===== config.mk =====
export PLATFORM = sky130hd
export DESIGN_NAME = btn_inc_pulser
export DESIGN_NICKNAME = d
export VERILOG_FILES = /design/src/rtl/btn_pkg.sv /design/src/rtl/btn_prescaler.sv /design/src/rtl/btn_sync2.sv /design/src/rtl/btn_history.sv /design/src/rtl/btn_edge.sv /design/src/rtl/btn_inc_pulser.sv
export SDC_FILE = /design/constraint.sdc
export NUM_CORES = 1
export LEC_CHECK = 0
export BUFFER_PORTS_ARGS = -buffer_cell sky130_fd_sc_hd__clkbuf_2
export CAP_MARGIN = 20
export CORE_MARGIN = 10
export CORE_UTILIZATION = 60
export CTS_BUF_LIST = sky130_fd_sc_hd__clkbuf_8
export CTS_CLUSTER_DIAMETER = 100
export DETAILED_ROUTE_END_ITERATION = 7
export GPL_TIMING_DRIVEN = 0
export PLACE_DENSITY_LB_ADDON = 0.2
export SETUP_SLACK_MARGIN = 0.15
export SLEW_MARGIN = 10
export SYNTH_ARGS = -nofsm -noshare
export SYNTH_HDL_FRONTEND = slang
export SYNTH_SLANG_ARGS = --single-unit
export TNS_END_PERCENT = 5

===== constraint.sdc =====
create_clock -name clk_i -period 3.2 [get_ports clk_i]
set_clock_uncertainty 0.2 [all_clocks]
set_input_delay 0.32 -clock clk_i [delete_from_list [all_inputs] [get_ports clk_i]]
set_output_delay 0.32 -clock clk_i [all_outputs]
set_load 0.1 [all_outputs]

===== src/rtl/btn_pkg.sv =====
package btn_pkg;
  localparam int unsigned DEF_PRESCALE_W = 13;
  localparam int unsigned DEF_HIST_D     = 8;
endpackage


===== src/rtl/btn_prescaler.sv =====
module btn_prescaler #(
  parameter int unsigned W = btn_pkg::DEF_PRESCALE_W
) (
  input  logic clk_i,
  input  logic rst_ni,
  output logic strobe_o
);
  logic [W-1:0] cnt_q;

  always_ff @(posedge clk_i or negedge rst_ni) begin
    if (!rst_ni) cnt_q <= '0;
    else         cnt_q <= cnt_q + 1'b1;
  end

  // strobe on the wrap cycle only
  assign strobe_o = &cnt_q;

  AST_STROBE_SINGLE: assert property (@(posedge clk_i) disable iff (!rst_ni)
    strobe_o |=> !strobe_o);
endmodule


===== src/rtl/btn_sync2.sv =====
module btn_sync2 #(
  parameter int unsigned STAGES = 2,
  parameter logic        RST_VAL = 1'b1
) (
  input  logic clk_i,
  input  logic rst_ni,
  input  logic d_i,
  output logic q_o
);
  logic [STAGES-1:0] sr_q;

  always_ff @(posedge clk_i or negedge rst_ni) begin
    if (!rst_ni) sr_q <= {STAGES{RST_VAL}};
    else         sr_q <= {sr_q[STAGES-2:0], d_i};
  end

  assign q_o = sr_q[STAGES-1];
endmodule


===== src/rtl/btn_history.sv =====
module btn_history #(
  parameter int unsigned D = btn_pkg::DEF_HIST_D
) (
  input  logic clk_i,
  input  logic rst_ni,
  input  logic strobe_i,
  input  logic press_i,
  output logic level_o
);
  logic [D-1:0] hist_q;

  always_ff @(posedge clk_i or negedge rst_ni) begin
    if (!rst_ni)       hist_q <= '0;
    else if (strobe_i) hist_q <= {hist_q[D-2:0], press_i};
  end

  assign level_o = &hist_q;

  AST_LEVEL_ON_STROBE: assert property (@(posedge clk_i) disable iff (!rst_ni)
    !$stable(level_o) |-> $past(strobe_i));
  AST_RISE_NEEDS_PRESS: assert property (@(posedge clk_i) disable iff (!rst_ni)
    $rose(level_o) |-> $past(press_i));
endmodule


===== src/rtl/btn_edge.sv =====
module btn_edge (
  input  logic clk_i,
  input  logic rst_ni,
  input  logic level_i,
  output logic pulse_o
);
  logic lvl_d_q;
  logic pulse_q;

  always_ff @(posedge clk_i or negedge rst_ni) begin
    if (!rst_ni) begin
      lvl_d_q <= 1'b0;
      pulse_q <= 1'b0;
    end else begin
      lvl_d_q <= level_i;
      pulse_q <= level_i & ~lvl_d_q;
    end
  end

  assign pulse_o = pulse_q;

  AST_PULSE_SINGLE: assert property (@(posedge clk_i) disable iff (!rst_ni)
    pulse_o |=> !pulse_o);
  AST_PULSE_WITH_LEVEL: assert property (@(posedge clk_i) disable iff (!rst_ni)
    pulse_o |-> level_i);
  AST_NO_PULSE_ON_FALL: assert property (@(posedge clk_i) disable iff (!rst_ni)
    $fell(level_i) |=> !pulse_o);
endmodule


===== src/rtl/btn_inc_pulser.sv =====
module btn_inc_pulser #(
  parameter int unsigned PRESCALE_W = btn_pkg::DEF_PRESCALE_W,
  parameter int unsigned HIST_DEPTH = btn_pkg::DEF_HIST_D
) (
  input  logic clk_i,
  input  logic rst_ni,
  input  logic btn_ni,
  output logic level_o,
  output logic pulse_o
);
  logic strobe;
  logic btn_s;
  logic press;
  logic level;

  btn_prescaler #(.W(PRESCALE_W)) u_pre (
    .clk_i(clk_i), .rst_ni(rst_ni), .strobe_o(strobe)
  );

  btn_sync2 #(.STAGES(2), .RST_VAL(1'b1)) u_sync (
    .clk_i(clk_i), .rst_ni(rst_ni), .d_i(btn_ni), .q_o(btn_s)
  );

  assign press = ~btn_s;

  btn_history #(.D(HIST_DEPTH)) u_hist (
    .clk_i(clk_i), .rst_ni(rst_ni), .strobe_i(strobe),
    .press_i(press), .level_o(level)
  );

  btn_edge u_edge (
    .clk_i(clk_i), .rst_ni(rst_ni), .level_i(level), .pulse_o(pulse_o)
  );

  assign level_o = level;

  AST_RELEASED_NO_LEVEL: assert property (@(posedge clk_i) disable iff (!rst_ni)
    (strobe && btn_s) |=> !level_o);
  AST_PULSE_AFTER_RISE: assert property (@(posedge clk_i) disable iff (!rst_ni)
    pulse_o |-> ($past(level_o) && !$past(level_o, 2)));
endmodule


After elaboration in Yosys (flattened, before gate mapping)
Cells that the tools add are included.
W data, S select, Z words.
{"block": "totals", "reg_bits": 25, "in_bits": 3, "wordCells": 11}
{"block": "op_classes", "n_addsub": 1, "bitwise": 3, "reduce_logical": 2}
{"op": "$add A13 B1 Y13 const B", "count": 1}
{"op": "$reduce_and A13 Y1", "count": 1}
{"op": "$reduce_and A8 Y1", "count": 1}
{"op": "$not A1 Y1", "count": 2}
{"op": "$and A1 B1 Y1", "count": 1}

Longest topological paths before layout
{"block": "logic_depth", "word_depth": 2, "ltp_mapped": 4}

Cells and area by module
From an unflattened synthesis, not the netlist that was laid out.
{"block": "unflattened", "hier_cells": 72, "hier_area_um2": 1031.0}
{"module": "btn_prescaler", "n_inst": 1, "cells_each": 46, "area_each_um2": 563.0}
{"module": "btn_history", "n_inst": 1, "cells_each": 20, "area_each_um2": 347.8}
{"module": "btn_edge", "n_inst": 1, "cells_each": 3, "area_each_um2": 63.8}
{"module": "btn_sync2", "n_inst": 1, "cells_each": 2, "area_each_um2": 52.6}
{"module": "btn_inc_pulser", "n_inst": 1, "cells_each": 1, "area_each_um2": 3.8}

Worst setup path before layout
OpenSTA, ideal clock, no wires.
{"block": "synth_path", "kind": "register -> output", "startpoint": "reg u_hist.hist_q[6]", "endpoint": "out level_o", "arrival_time_ns": 1.748, "setup_slack_ns": 0.932, "path_stages_with_launch": 3, "n_path_buf": 0, "path_cell_list": "dfrtp_1 > nand4_1 > nor2_1"}
{"block": "synth_via", "elab_chain_cells": 1}
{"element": "start, declared", "line_no": "btn_history.sv:10", "source": "logic [D-1:0] hist_q;"}
{"element": "start signal, assigned", "line_no": "btn_history.sv:14", "source": "else if (strobe_i) hist_q <= {hist_q[D-2:0], press_i};"}
{"element": "$reduce_and A8 Y1", "line_no": "btn_history.sv:17", "source": "assign level_o = &hist_q;"}
{"element": "end, declared", "line_no": "btn_inc_pulser.sv:8", "source": "output logic level_o,"}
No other way between the ends.

Final worst setup path
{"block": "layout_path", "startpoint": "reg u_pre.cnt_q[0]", "endpoint": "reg u_hist.hist_q[1]"}
{"block": "layout_via", "elab_chain_cells": 1}
{"element": "start, declared", "line_no": "btn_prescaler.sv:8", "source": "logic [W-1:0] cnt_q;"}
{"element": "start signal, assigned", "line_no": "btn_prescaler.sv:12", "source": "else cnt_q <= cnt_q + 1'b1;"}
{"element": "$reduce_and A13 Y1", "line_no": "btn_prescaler.sv:16", "source": "assign strobe_o = &cnt_q;"}
No other way between the ends.
A chain may end at the register's enable or synchronous reset.

==> run summary <==
The sequential fraction of the synthesis area is 64.0%. The via count of the first global-routing pass is 563, and the maximum cell stage delay along the critical path is 560 ps. The repair_antennas step left the layout with diodes totalling 0.

The cell family with the largest share of critical-path delay was simple AND/OR/NAND/NOR gates. The clock-pin slew on the worst setup and hold paths is 80 ps. For the number of antenna violations at the first check in global routing, the log shows 0. The worst IR drop on VDD is 0.000373 V, and the routability-driven placement congestion ratio is 0.714. Relative to the synthesized area, the layout overhead comes to 10.7%. The first global-routing pass estimated 2450 um of wire. The tools report the launching element type of the critical path as a register.

Instance count of the mapped netlist: 70. The highest fanout seen on the critical path is 8. The average cell area after synthesis was 14.0 um2. Entering global routing, the biggest net connects 26 pins. The core region is 0.00152 mm2. The path type of the worst setup path was register to register. For the post-cts gate resize count, the log shows 0. In this run the horizontal extent of the chip is 60.4 um. Setup repair after global routing left no endpoint under its margin. For the smallest setup slack after layout, the log shows 1140 ps.

Number of nets at the end of the flow: 85. Once placement finished, the instance area stood at 0.00102 mm2. The remaining global-route overflow is 0. The root buffer cell chosen for the clock tree is sky130_fd_sc_hd__clkbuf_8. TritonCTS built the clock tree. The count of clock tree sinks is 25, and the fmax is 0.486 GHz. The type of element capturing the critical path was a register. Dividing the detail-routed wire length by the instance count gives 14.0 um.

For the total count of max-transition violations in the final report, the log shows 0. The count of buffers added on input and output ports is 4. In this run the deepest clock path goes through 2 buffers. Required time of the critical path: 3150 ps. Of the cells placed in the final design, the portion with a size suffix greater than 1 is 25.0%. For this run, the detailed router's first-pass iteration total came to 4. Total power for the finished layout comes to 499 uW. Power spread over the standard cell area amounts to 460 mW/mm2. The flow ran to the end, and the final reports show no timing, DRC or antenna violations.

The number of buffers and inverters on the critical path is 0. Summing over every cut layer, the via total after detailed routing is 526. The routed design has 1350 um of wire. With fillers left out, the area of the finished cells amounts to 0.00109 mm2. Once the floorplan was initialized, standard cells occupied 64.4% of the core. Yosys synthesis warning count: 0. After detailed routing, the number of vias per cell comes to 5.48. The clock latency on the worst-skew pair is 260 ps, and the data arrival time at the worst-slack endpoint is 2000 ps. The critical path goes through ha_1 -> nand3_2 -> nor4_4 -> mux2_2. The slew at the pin closest to its max-slew limit was 576 ps; the total negative slack for setup checks was 0 ps.

Synthesis produced a netlist with a net count of 74. Count of maximum capacitance violations: 0. Headroom to the max-slew limit came out at 61.6%. On the final layout, the worst hold slack is 162 ps. The logs give 0 for the number of failing hold endpoints at the final stage and 0 for the residual DRC count.

Global routing consumed, over all layers together, 8.87% of the routing resources. Once detail routing completed, the nets flagged for antenna violations numbered 0. The maximum level of the CTS H-tree was 1; the distinct cell type count of the synthesized netlist was 18.

At the placement stage, the worst setup path has a slack of 1120 ps. The height of the chip was 60.4 um. The first routing iteration left 18 violations.

The tools report the area of the die as 0.00365 mm2. The library cell contributing the largest single delay on the critical path is sky130_fd_sc_hd__nor4_4. The run gives 5 as the number of top-level pins. The number of rows in the core area is 14. The reported leakage power was 0.000539 uW; the minimum clock period was 2060 ps.

The tools report the total clock buffers created by CTS as 3. The worst path uses 64.3% of the clock period. Setup violations remaining at the end of the flow were counted as 0.

The total of flip-flops plus latches after synthesis is 25. After synthesis the cells add up to 981 um2. The worst hold path belongs to the class register to register.
-- stage by stage --
| stage | instances | utilization (%) |
|---|---|---|
| floorplan | 70 | - |
| global placement | 90 | 67.0 |
| detailed placement | 90 | 67.0 |
| CTS | 96 | 71.3 |
| global route | 96 | 71.3 |
| finish | 96 | 71.3 |
-- worst register-to-register path, delay by kind of cell, from the launching register on --
family / cells / cell delay [ps]
flops: 1 / 390
mux: 1 / 400
simple gates: 2 / 750
fa+ha+maj: 1 / 210
-- final timing paths --
path                           startpoint  slack (ps)          endpoint  cells past startpoint
max                        u_pre.cnt_q[0]        1140  u_hist.hist_q[1]                      4
min                        u_sync.sr_q[0]         160    u_sync.sr_q[1]                      0
max reg2reg                u_pre.cnt_q[0]        1140  u_hist.hist_q[1]                      4
min reg2reg                u_sync.sr_q[0]         160    u_sync.sr_q[1]                      0
max in group asynchronous          rst_ni        2040    u_pre.cnt_q[6]                      2
min in group asynchronous          rst_ni         380  u_hist.hist_q[5]                      2
-- cell usage in the layout, fill, tap and decap left out --
cell type / Yosys / routed
sky130_fd_sc_hd__dfrtp_1: 23 / 23
sky130_fd_sc_hd__xnor2_1: 7 / 7
sky130_fd_sc_hd__mux2_2: 7 / 7
sky130_fd_sc_hd__nand4_1: 5 / 5
sky130_fd_sc_hd__inv_1: 3 / 4
sky130_fd_sc_hd__nand2_1: 4 / 4
sky130_fd_sc_hd__xor2_1: 4 / 4
sky130_fd_sc_hd__clkbuf_2: 0 / 4
sky130_fd_sc_hd__nor3_1: 3 / 3
sky130_fd_sc_hd__nor2_1: 3 / 3
sky130_fd_sc_hd__clkbuf_8: 0 / 3
sky130_fd_sc_hd__and3_1: 2 / 2
sky130_fd_sc_hd__dlygate4sd3_1: 0 / 2
sky130_fd_sc_hd__dfstp_2: 2 / 2
sky130_fd_sc_hd__nand3_2: 1 / 1
sky130_fd_sc_hd__nand4_2: 1 / 1
sky130_fd_sc_hd__and4_2: 1 / 1
sky130_fd_sc_hd__nand3_1: 1 / 1
sky130_fd_sc_hd__nor4_4: 1 / 1
sky130_fd_sc_hd__mux2i_1: 1 / 1
sky130_fd_sc_hd__ha_1: 1 / 1
-- layer usage --
layer | vias up | routed length (um) | GRT usage (%)
li1 | 263 | - | -
met1 | 254 | 625 | 9.80
met2 | 7 | 641 | 14.4
met3 | 2 | 66 | 2.30
met4 | 0 | 12 | 6.58
met5 | - | 0 | 0
-- state kept, by name, summed over array words and instances (netlist names) --
name and flops:
u_edge.lvl_d_q 1, u_edge.pulse_o 1, u_hist.hist_q 8, u_pre.cnt_q 13, u_sync.sr_q 2
-- repair_timing --
| item | 4_1_cts | 5_1_grt |
|---|---|---|
| hold endpoints to repair | 24 | 0 |
| hold buffers | 2 | 0 |
| setup buffers | 0 | 0 |
-- area by class of cell --
type	count	area (um2)
Clock buffer	3	41.3
Inverter	3	11.3
Sequential cell	25	628
Multi-Input combinational cell	42	342
Fill cell	114	438
Tap cell	16	20.0
Timing Repair Buffer	6	40.0
Clock inverter	1	3.75
-- cells by family (layout without fill, tap and decap cells) --
kind of cell	Yosys count	after routing	share of synthesized area (%)
xor gates and xnor gates	11	11	9.82
adders and majority gates	1	1	1.28
buffers and inverters	3	13	1.15
DFF	25	25	64.0
muxes	8	8	9.06
and+or+nand+nor	22	22	14.7
-- where the power goes --
group          total [uW]  internal [uW]  switching, uW  leakage, uW
Combinational        8.39           2.45           5.94     0.000184
Clock                 172           85.5           86.9    0.0000269
Sequential            318            318          0.397     0.000328
Total                 499            406           93.3     0.000539
-- synth_stat cells --
cell type	number	area, um2
sky130_fd_sc_hd__dfrtp_1	23	576
sky130_fd_sc_hd__mux2_2	7	78.8
sky130_fd_sc_hd__xnor2_1	7	61.3
sky130_fd_sc_hd__nand4_1	5	31.3
sky130_fd_sc_hd__nand2_1	4	15.0
sky130_fd_sc_hd__xor2_1	4	35.0
sky130_fd_sc_hd__inv_1	3	11.3
sky130_fd_sc_hd__nor2_1	3	11.3
sky130_fd_sc_hd__nor3_1	3	15.0
sky130_fd_sc_hd__and3_1	2	12.5
sky130_fd_sc_hd__dfstp_2	2	52.6
sky130_fd_sc_hd__and4_2	1	10.0
sky130_fd_sc_hd__ha_1	1	12.5
sky130_fd_sc_hd__mux2i_1	1	10.0
sky130_fd_sc_hd__nand3_1	1	5.00
sky130_fd_sc_hd__nand3_2	1	10.0
sky130_fd_sc_hd__nand4_2	1	12.5
sky130_fd_sc_hd__nor4_4	1	21.3
No activity file was read; power rests on OpenSTA's default activity.
